--- src/rtl/hmin_check_node.sv ---
module hmin_check_node #(
  parameter int MAG_W   = 5,
  parameter int MAX_DEG = 32,
  localparam int IDX_W  = $clog2(MAX_DEG),
  localparam int DEG_W  = $clog2(MAX_DEG + 1)
) (
  input  logic             clk,
  input  logic             rst_n,
  input  logic             row_start,
  input  logic [DEG_W-1:0] row_deg,
  input  logic             in_valid,
  input  logic             in_sign,
  input  logic [MAG_W-1:0] in_mag,
  input  logic             in_err,
  input  logic [2:0]       upset_ctl,
  input  logic             upset_sign,
  output logic             out_valid,
  output logic             out_sign,
  output logic [MAG_W-1:0] out_mag,
  output logic             row_fault
);

  localparam logic [1:0] ST_IDLE = 2'd0;
  localparam logic [1:0] ST_COLL = 2'd1;
  localparam logic [1:0] ST_EMIT = 2'd2;

  logic [2:0][1:0]       st_cp;
  logic [2:0][IDX_W-1:0] cnt_cp;
  logic [1:0]            st_v;
  logic [IDX_W-1:0]      cnt_v;

  logic [DEG_W-1:0]   deg_q;
  logic [MAG_W-1:0]   min1, min2;
  logic [IDX_W-1:0]   idx1;
  logic [MAX_DEG-1:0] sgn_q;
  logic               sga, sgb, err_q;
  logic               last, accept, emit, punct;

  assign st_v  = (st_cp[0] & st_cp[1]) | (st_cp[0] & st_cp[2]) | (st_cp[1] & st_cp[2]);
  assign cnt_v = (cnt_cp[0] & cnt_cp[1]) | (cnt_cp[0] & cnt_cp[2]) | (cnt_cp[1] & cnt_cp[2]);

  assign last   = DEG_W'(cnt_v) == deg_q - DEG_W'(1);
  assign accept = (st_v == ST_COLL) && in_valid;
  assign emit   = (st_v == ST_EMIT);
  assign punct  = err_q | (sga ^ sgb);

  function automatic logic [IDX_W+1:0] ctl_next(input logic [1:0] s,
                                                input logic [IDX_W-1:0] c,
                                                input logic go, input logic vld,
                                                input logic lst);
    logic [1:0]       ns;
    logic [IDX_W-1:0] nc;
    ns = s;
    nc = c;
    case (s)
      ST_IDLE: if (go) begin ns = ST_COLL; nc = '0; end
      ST_COLL: if (vld) begin
        if (lst) begin ns = ST_EMIT; nc = '0; end
        else nc = c + IDX_W'(1);
      end
      ST_EMIT: if (lst) begin ns = ST_IDLE; nc = '0; end
               else nc = c + IDX_W'(1);
      default: begin ns = ST_IDLE; nc = '0; end
    endcase
    return {ns, nc};
  endfunction

  always_ff @(posedge clk) begin
    for (int k = 0; k < 3; k++) begin
      if (!rst_n) begin
        st_cp[k]  <= ST_IDLE;
        cnt_cp[k] <= '0;
      end else begin
        {st_cp[k], cnt_cp[k]} <= ctl_next(st_v, cnt_v, row_start, in_valid, last)
                                 ^ {(IDX_W+2){upset_ctl[k]}};
      end
    end
  end

  always_ff @(posedge clk) begin
    if (!rst_n) begin
      deg_q <= DEG_W'(2);
      min1  <= '1;
      min2  <= '1;
      idx1  <= '0;
      sgn_q <= '0;
      sga   <= 1'b0;
      sgb   <= 1'b0;
      err_q <= 1'b0;
    end else begin
      if (st_v == ST_IDLE && row_start) begin
        deg_q <= row_deg;
        min1  <= '1;
        min2  <= '1;
        idx1  <= '0;
        sga   <= 1'b0;
        sgb   <= 1'b0;
        err_q <= 1'b0;
      end
      if (accept) begin
        sgn_q[cnt_v] <= in_sign;
        sga   <= sga ^ in_sign;
        sgb   <= sgb ^ in_sign ^ upset_sign;
        err_q <= err_q | in_err;
        if (in_mag < min1) begin
          min2 <= min1;
          min1 <= in_mag;
          idx1 <= cnt_v;
        end else if (in_mag < min2) begin
          min2 <= in_mag;
        end
      end
    end
  end

  assign out_valid = emit;
  assign out_sign  = emit && !punct && (sga ^ sgn_q[cnt_v]);
  assign out_mag   = (emit && !punct) ? ((cnt_v == idx1) ? min2 : min1) : '0;
  assign row_fault = emit && last && punct;

  AST_COPIES_REALIGN: assert property (@(posedge clk) disable iff (!rst_n)
    ($past(upset_ctl) == 3'b000) |-> (st_cp[0] == st_cp[1] && st_cp[1] == st_cp[2] &&
                                      cnt_cp[0] == cnt_cp[1] && cnt_cp[1] == cnt_cp[2]));
  AST_CNT_BOUND: assert property (@(posedge clk) disable iff (!rst_n)
    (st_v != ST_IDLE) |-> (DEG_W'(cnt_v) < deg_q));
  AST_MIN_ORDERED: assert property (@(posedge clk) disable iff (!rst_n)
    emit |-> (min1 <= min2));
  AST_FAULT_ENDS_ROW: assert property (@(posedge clk) disable iff (!rst_n)
    row_fault |=> !out_valid);
  AST_PUNCT_HOLDS: assert property (@(posedge clk) disable iff (!rst_n)
    (out_valid && $past(out_valid) && $past(punct)) |-> (out_mag == '0 && !out_sign));

endmodule

--- config.mk ---
export PLATFORM = sky130hd
export DESIGN_NAME = hmin_check_node
export DESIGN_NICKNAME = d
export VERILOG_FILES = /design/src/rtl/hmin_check_node.sv
export SDC_FILE = /design/constraint.sdc
export NUM_CORES = 1
export LEC_CHECK = 0
export ABC_AREA = 1
export BUFFER_PORTS_ARGS = -buffer_cell sky130_fd_sc_hd__buf_2
export CAP_MARGIN = 30
export CORE_MARGIN = 2
export CORE_UTILIZATION = 25
export CTS_BUF_LIST = sky130_fd_sc_hd__clkbuf_4
export DETAILED_ROUTE_END_ITERATION = 8
export PLACE_DENSITY = 0.48
export SYNTH_ARGS = -nofsm -noshare
export SYNTH_HDL_FRONTEND = slang
export SYNTH_SLANG_ARGS = --single-unit
--- constraint.sdc ---
create_clock -name clk -period 3.3 [get_ports clk]
set_input_delay 0.165 -clock clk [delete_from_list [all_inputs] [get_ports clk]]
set_output_delay 0.165 -clock clk [all_outputs]
set_load 0.02 [all_outputs]
## Yosys cells after proc, flatten, opt, wreduce, memory -nomap -nowiden

Cells that the tools add are included.
W data, S select, Z words.

- Bits in registers: 77
- Bits in latches: 0
- RAM bits: 0
- Memory bits (read-only): 0
- Input bits: 21
- Output and inout bits: 8
- Logic and storage cells: 86
- Memories kept: 0

- Add/subtract/negate cells: 2
- Multipliers: 0
- Divide/modulo/power cells: 0
- Magnitude comparators: 4
- Eq/ne operators: 4
- Shifts and indexed selects: 0
- Mux-type cells: 32
- Bitwise gates (word level): 20
- Reduce and logical (&&, ||, !) cells: 10

Operator list:

| operator | number |
|---|---|
| $mux W5 | 16 |
| $bwmux W32 | 1 |
| $xor A7 B7 Y7 | 3 |
| $and A5 B5 Y5 | 3 |
| $pmux W5 S3 | 1 |
| $lt A5 B5 Y1 | 2 |
| $mux W2 | 5 |
| $or A5 B5 Y5 | 2 |
| $logic_and A1 B1 Y1 | 7 |
| $and A2 B2 Y2 | 3 |
| $eq A5 B6 Y1 | 1 |
| $lt A5 B6 Y1 const B | 1 |
| $mux W1 | 6 |
| $pmux W2 S3 | 1 |
| $sub A6 B1 Y6 const B | 1 |
| $add A5 B1 Y5 const B | 1 |
| $bmux W1 S5 | 1 |
| $demux W1 S5 | 1 |
| $eq A5 B5 Y1 | 1 |
| $ge A5 B1 Y1 const B | 1 |
| $xor A1 B1 Y1 | 5 |
| $or A2 B2 Y2 | 2 |
| $eq A2 B1 Y1 const B | 1 |
| $eq A2 B2 Y1 const B | 1 |
| other kinds (4) | 5 |

## Longest topological paths before layout

- Depth in word-level cells: 9
- Depth in mapped cells: 16
- Gate-level depth less buffers: 15

## Worst setup path after synthesis

Ideal clock, no wire load.

- Path type: register to output
- Start point: register deg_q[0]
- End point: output row_fault
- Arrival: 1.916 ns
- Required time: 3.135 ns
- Setup slack: 1.219 ns
- Stages on the path, launching flop included: 12
- Path buffers: 0
- Cell sequence: dfxtp_1 -> inv_1 -> ha_1 -> inv_1 -> nand2_1 -> nand2_1 -> nand2_1 -> nand2_1 -> nand2_1 -> nor2_2 -> nand2_2 -> nor4_1

- Longest elaborated chain between the ends: 4

Ends and longest elaborated chain:

| what | RTL line | RTL |
|---|---|---|
| start, declared | 32 | `logic [DEG_W-1:0] deg_q;` |
| start signal, assigned | 92 | `deg_q <= row_deg;` |
| $sub A6 B1 Y6 | 42 | `assign last = DEG_W'(cnt_v) == deg_q - DEG_W'(1);` |
| $eq A5 B6 Y1 | 42 |  |
| $logic_and A1 B1 Y1 (2 in a row) | 119 | `assign row_fault = emit && last && punct;` |
| end, declared | 20 | `output logic row_fault` |

Every way passes these cells.

## Worst setup path in the final report

- Start point: register cnt_cp[11] in the netlist's numbering
- End point: output row_fault

- Longest elaborated chain between the ends: 6
- Elaborated cells on any way between the ends: 7
- Classes of those cells: eq/ne: 1; bitwise: 4; reduce/logical: 2

Ends and longest elaborated chain:

| what | RTL line | RTL |
|---|---|---|
| start, declared | 28 | `logic [2:0][IDX_W-1:0] cnt_cp;` |
| start signal, assigned by index | 74 | `{st_cp[k], cnt_cp[k]} <= ctl_next(st_v, cnt_v, row_start, in_valid, last)` |
| $and A5 B5 Y5 | 40 | `assign cnt_v = (cnt_cp[0] & cnt_cp[1]) \| (cnt_cp[0] & cnt_cp[2]) \| (cnt_cp[1] & cnt_cp[2]);` |
| $or A5 B5 Y5 | 40 |  |
| $or A5 B5 Y5 (*) | 40 |  |
| $eq A5 B6 Y1 (*) | 42 |  |
| $logic_and A1 B1 Y1 (*) (2 in a row) | 119 |  |

Mark *: on every way between the ends. The rest lies on a longest branch, timed or not.

==> Implementation_results.wiki <==
{| class="wikitable"
! Metric !! Value
|-
| Combinational family with the most area after synthesis || simple AND/OR/NAND/NOR gates
|-
| Starting utilization of the core area || 25.5%
|-
| TritonCTS clock tree || built
|-
| First-pass GRT wire length || 22.1 mm
|-
| Final worst path period need || 2.75 ns
|-
| Clock slew at reported path FFs || 0.13 ns
|-
| Crit end category || output port
|-
| Cell with the largest stage delay on the worst path || sky130_fd_sc_hd__nand2_1
|-
| Kind of start point of the critical path || register
|-
| Clk Tree Root Cell || sky130_fd_sc_hd__clkbuf_4
|-
| Pre-antenna DRT Iters || 5
|-
| Comb pwr share || 31.1%
|-
| Cell family contributing the most delay on the critical path || simple AND/OR/NAND/NOR gates
|-
| Avg Vias per Cell || 4.60
|-
| Min-delay worst type || input pin to register
|-
| Area post-placement || 5090 um^2
|-
| Number of DRC markers in iteration 0 || 276
|-
| Antenna violations before repair || 1
|-
| Type of the setup path with the least slack || register to output port
|-
| H-Tree Depth || 3
|-
| Layout Area Growth over Synthesis || 11.9%
|-
| Crit path max fanout || 14
|-
| Post-synthesis instance area || 4790 um^2
|-
| Most frequently used flop master after synthesis || sky130_fd_sc_hd__dfxtp_1
|-
| Flip-flop and latch count after synthesis || 77
|-
| Warning count from the yosys run || 0
|-
| Share of the synthesized area in compound gates (AO/OA/AOI/OAI) || 13.8%
|-
| Endpoint arrival time on the critical path || 2.58 ns
|-
| Number of input and output port buffers inserted || 28
|-
| Placed wire-length estimate || 9.03 mm
|-
| Leading cell types in the layout, fill and taps excluded || sky130_fd_sc_hd__nand2_1 (227), sky130_fd_sc_hd__dfxtp_1 (77), sky130_fd_sc_hd__inv_1 (74)
|-
| Net Switching || 0.944 mW
|-
| Worst-margin pin slew || 0.723 ns
|-
| Max-capacitance violation count || 0
|-
| Standard cell core area || 18,800 um^2
|-
| RSZ-0062 raised after global routing || no
|-
| Share of flip-flops with an asynchronous set or reset || 0%
|-
| Skew final || 0.0312 ns
|-
| Via count of the first global-routing pass || 4,189
|-
| Cells taking the most area after synthesis || sky130_fd_sc_hd__dfxtp_1 (32%), sky130_fd_sc_hd__nand2_1 (18%), sky130_fd_sc_hd__nand3_1 (6.9%), sky130_fd_sc_hd__a21oi_1 (6.8%), sky130_fd_sc_hd__inv_1 (5.8%)
|-
| Die span in x || 142 um
|-
| Proportion of layout cells with a drive suffix above 1 || 13.4%
|-
| Library cells used by synthesis || 39
|-
| Post-CTS setup buffers || 0
|-
| Post-synthesis instance total || 726
|-
| Max clock buf depth || 2
|-
| Top-area cell type share of the netlist area || 32.2%
|-
| Xor and xnor fraction of the mapped netlist area || 1.28%
|-
| Final setup violation count || 0
|-
| Period utilisation layout || 83.2%
|-
| Status || finished clean
|-
| Count of pins on the block boundary || 29
|-
| Num rows || 50
|-
| WL per Instance || 13.4 um
|-
| Post-Synthesis Net Count || 760
|-
| Sequential group share of total power || 41.5%
|-
| Sequential-to-total area share from yosys stat || 32.2%
|-
| Buffering stage count on the worst path with inverters included || 1
|-
| Lkg Pwr || 2.46 nW
|-
| Peak ir drop on the vdd network || 0.151 mV
|-
| Count of antenna-violating nets left after detailed routing || 0
|-
| Post-layout instance area || 5360 um^2
|-
| Portion of netlist area occupied by mux cells || 0%
|-
| Clk Latency, worst-skew pair || 0.47 ns
|-
| Tightest slew margin relative to the limit || 51.8%
|-
| Routed via count || 4,581
|-
| Full die area || 20,300 um^2
|-
| Pin count of the biggest net entering global routing || 36
|-
| Adder-cell area share of the yosys netlist || 3.39%
|-
| Simple-gate area share of the yosys netlist || 38.8%
|-
| Total Wirelength || 13.3 mm
|-
| Number of hold-slack violations in the final timing report || 0
|-
| Total negative slack || 0 ns
|-
| Routability congestion estimate from global placement || 0.757
|-
| Post-synth EDFFs || 0
|-
| Global Route Usage Sum || 13.8%
|-
| Switching share of power || 38.1%
|-
| Critical path cell sequence || nand2_1, nand2_1, nand2_1, nand2_1, nand2_1, nand3_1, nor2_2, nand2_2, nor4_1, buf_2
|-
| Req. time, crit path || 3.13 ns
|-
| Die height || 142 um
|-
| Total power per unit cell area || 462 nW/um^2
|-
| Cell with the most instances on the worst path || sky130_fd_sc_hd__nand2_1
|-
| Final routed DRC violation total || 0
|-
| Internal Pwr Total || 1.53 mW
|-
| Most frequent standard cell in the layout excluding fill and tap cells || sky130_fd_sc_hd__nand2_1
|-
| Number of clock sinks || 77
|-
| Total CTS buffers || 9
|-
| Max-slew violation total from the final report || 0
|-
| Post-Syn Area per Cell || 6.60 um^2
|-
| Peak Freq || 364 MHz
|-
| Total congestion overflow after global routing || 0
|-
| Post-synth top area cell || sky130_fd_sc_hd__dfxtp_1
|-
| Final net count || 789
|-
| Critical path's largest stage delay || 0.46 ns
|-
| Relative contribution of the clock network to total power || 27.3%
|}
==> state kept, by name, indices dropped and copies added, names as in the netlist <==
register and cells:
sgb 1, idx1 5, st_cp 6, cnt_cp 15, sga 1, min1 5
min2 5, sgn_q 32, err_q 1, deg_q 6
==> power groups by stage <==
stage | sequential [mW] | clock, mW | combinational (mW)
2_1_floorplan | 1.04 | 0 | 0.576
3_3_place_gp | 1.05 | 0 | 0.765
3_5_place_dp | 1.05 | 0 | 0.763
4_1_cts | 1.03 | 0.706 | 0.776
5_1_grt | 1.04 | 0.747 | 0.875
6_report | 1.03 | 0.678 | 0.771
==> kinds of logic after synthesis <==
family                     count (synthesis)
buffers and inverters                    110
AOI/OAI and AO/OA                        120
xor gates and xnor gates                   7
DFF                                       77
adders and majority gates                 13
and+or+nand+nor                          399
==> cell type report <==
cell class                      count  area (um^2)
Fill cell                        2128        13400
Tap cell                          234          293
Clock buffer                       10         75.1
Clock inverter                      6         87.6
Antenna cell                        1         2.50
Timing Repair Buffer               46          303
Sequential cell                    77         1540
Multi-Input combinational cell    539         2750
Inverter                           82          313
==> cell usage after synthesis, drive strengths merged, types with 7 or more instances <==
cell type and n:
nor3 8, a21oi 65, o21ai 38, dfxtp 77, ha 13, clkbuf 7
nand4 20, nand3 79, buf 21, nand2 232, nor2 55, inv 81
a211oi 9
==> final timing paths <==
path	from	slack, ns	cells past startpoint	endpoint
setup / recovery	cnt_cp[11]	0.55	10	row_fault
hold reg to reg	sgn_q[11]	0.47	2	sgn_q[11]
hold / removal	row_deg[4]	0.04	3	deg_q[4]
setup reg to reg	cnt_cp[11]	1.11	12	st_cp[1]
==> timing repair <==
action	4_1_cts	5_1_grt
endpoints found under the hold margin	11	0
setup endpoints to repair	0	0
hold buffers	11	0
gates resized for setup	0	0
==> layer usage <==
layer	share of wire [%]	wire length (um)	up-vias	GRT usage, %
li1	-	-	2426	-
met1	52	6870	2062	19.8
met2	43	5740	83	21.0
met3	4.0	529	10	2.42
met4	1.1	150	0	4.22
met5	0	0	-	0
==> stage by stage <==
step | hold slack [ns] | util [%] | power, mW | setup slack, ns | instances
floorplan | 0.278 | - | 1.62 | 1.22 | 726
global placement | 0.407 | 27.1 | 1.82 | 1.03 | 967
detailed placement | 0.415 | 27.1 | 1.81 | 1.05 | 967
CTS | 0.0204 | 28.6 | 2.51 | 0.496 | 994
global route | 0.0401 | 28.6 | 2.66 | 0.306 | 995
finish | 0.0429 | 28.6 | 2.48 | 0.554 | 995
==> worst register-to-register path, cell delays in order, from the launching register on <==
cell and delay, ns:
sky130_fd_sc_hd__dfxtp_1 0.34, sky130_fd_sc_hd__nand2_1 0.08, sky130_fd_sc_hd__nand2_1 0.07, sky130_fd_sc_hd__nand2_1 0.46
sky130_fd_sc_hd__nand2_1 0.11, sky130_fd_sc_hd__nand2_1 0.13, sky130_fd_sc_hd__nand3_1 0.10, sky130_fd_sc_hd__nor2_2 0.16
sky130_fd_sc_hd__nand2_2 0.19, sky130_fd_sc_hd__o21ai_2 0.23, sky130_fd_sc_hd__inv_1 0.09, sky130_fd_sc_hd__nor2_1 0.10
sky130_fd_sc_hd__nor2_1 0.05
Note: power is estimated with default switching activity, not from simulation.
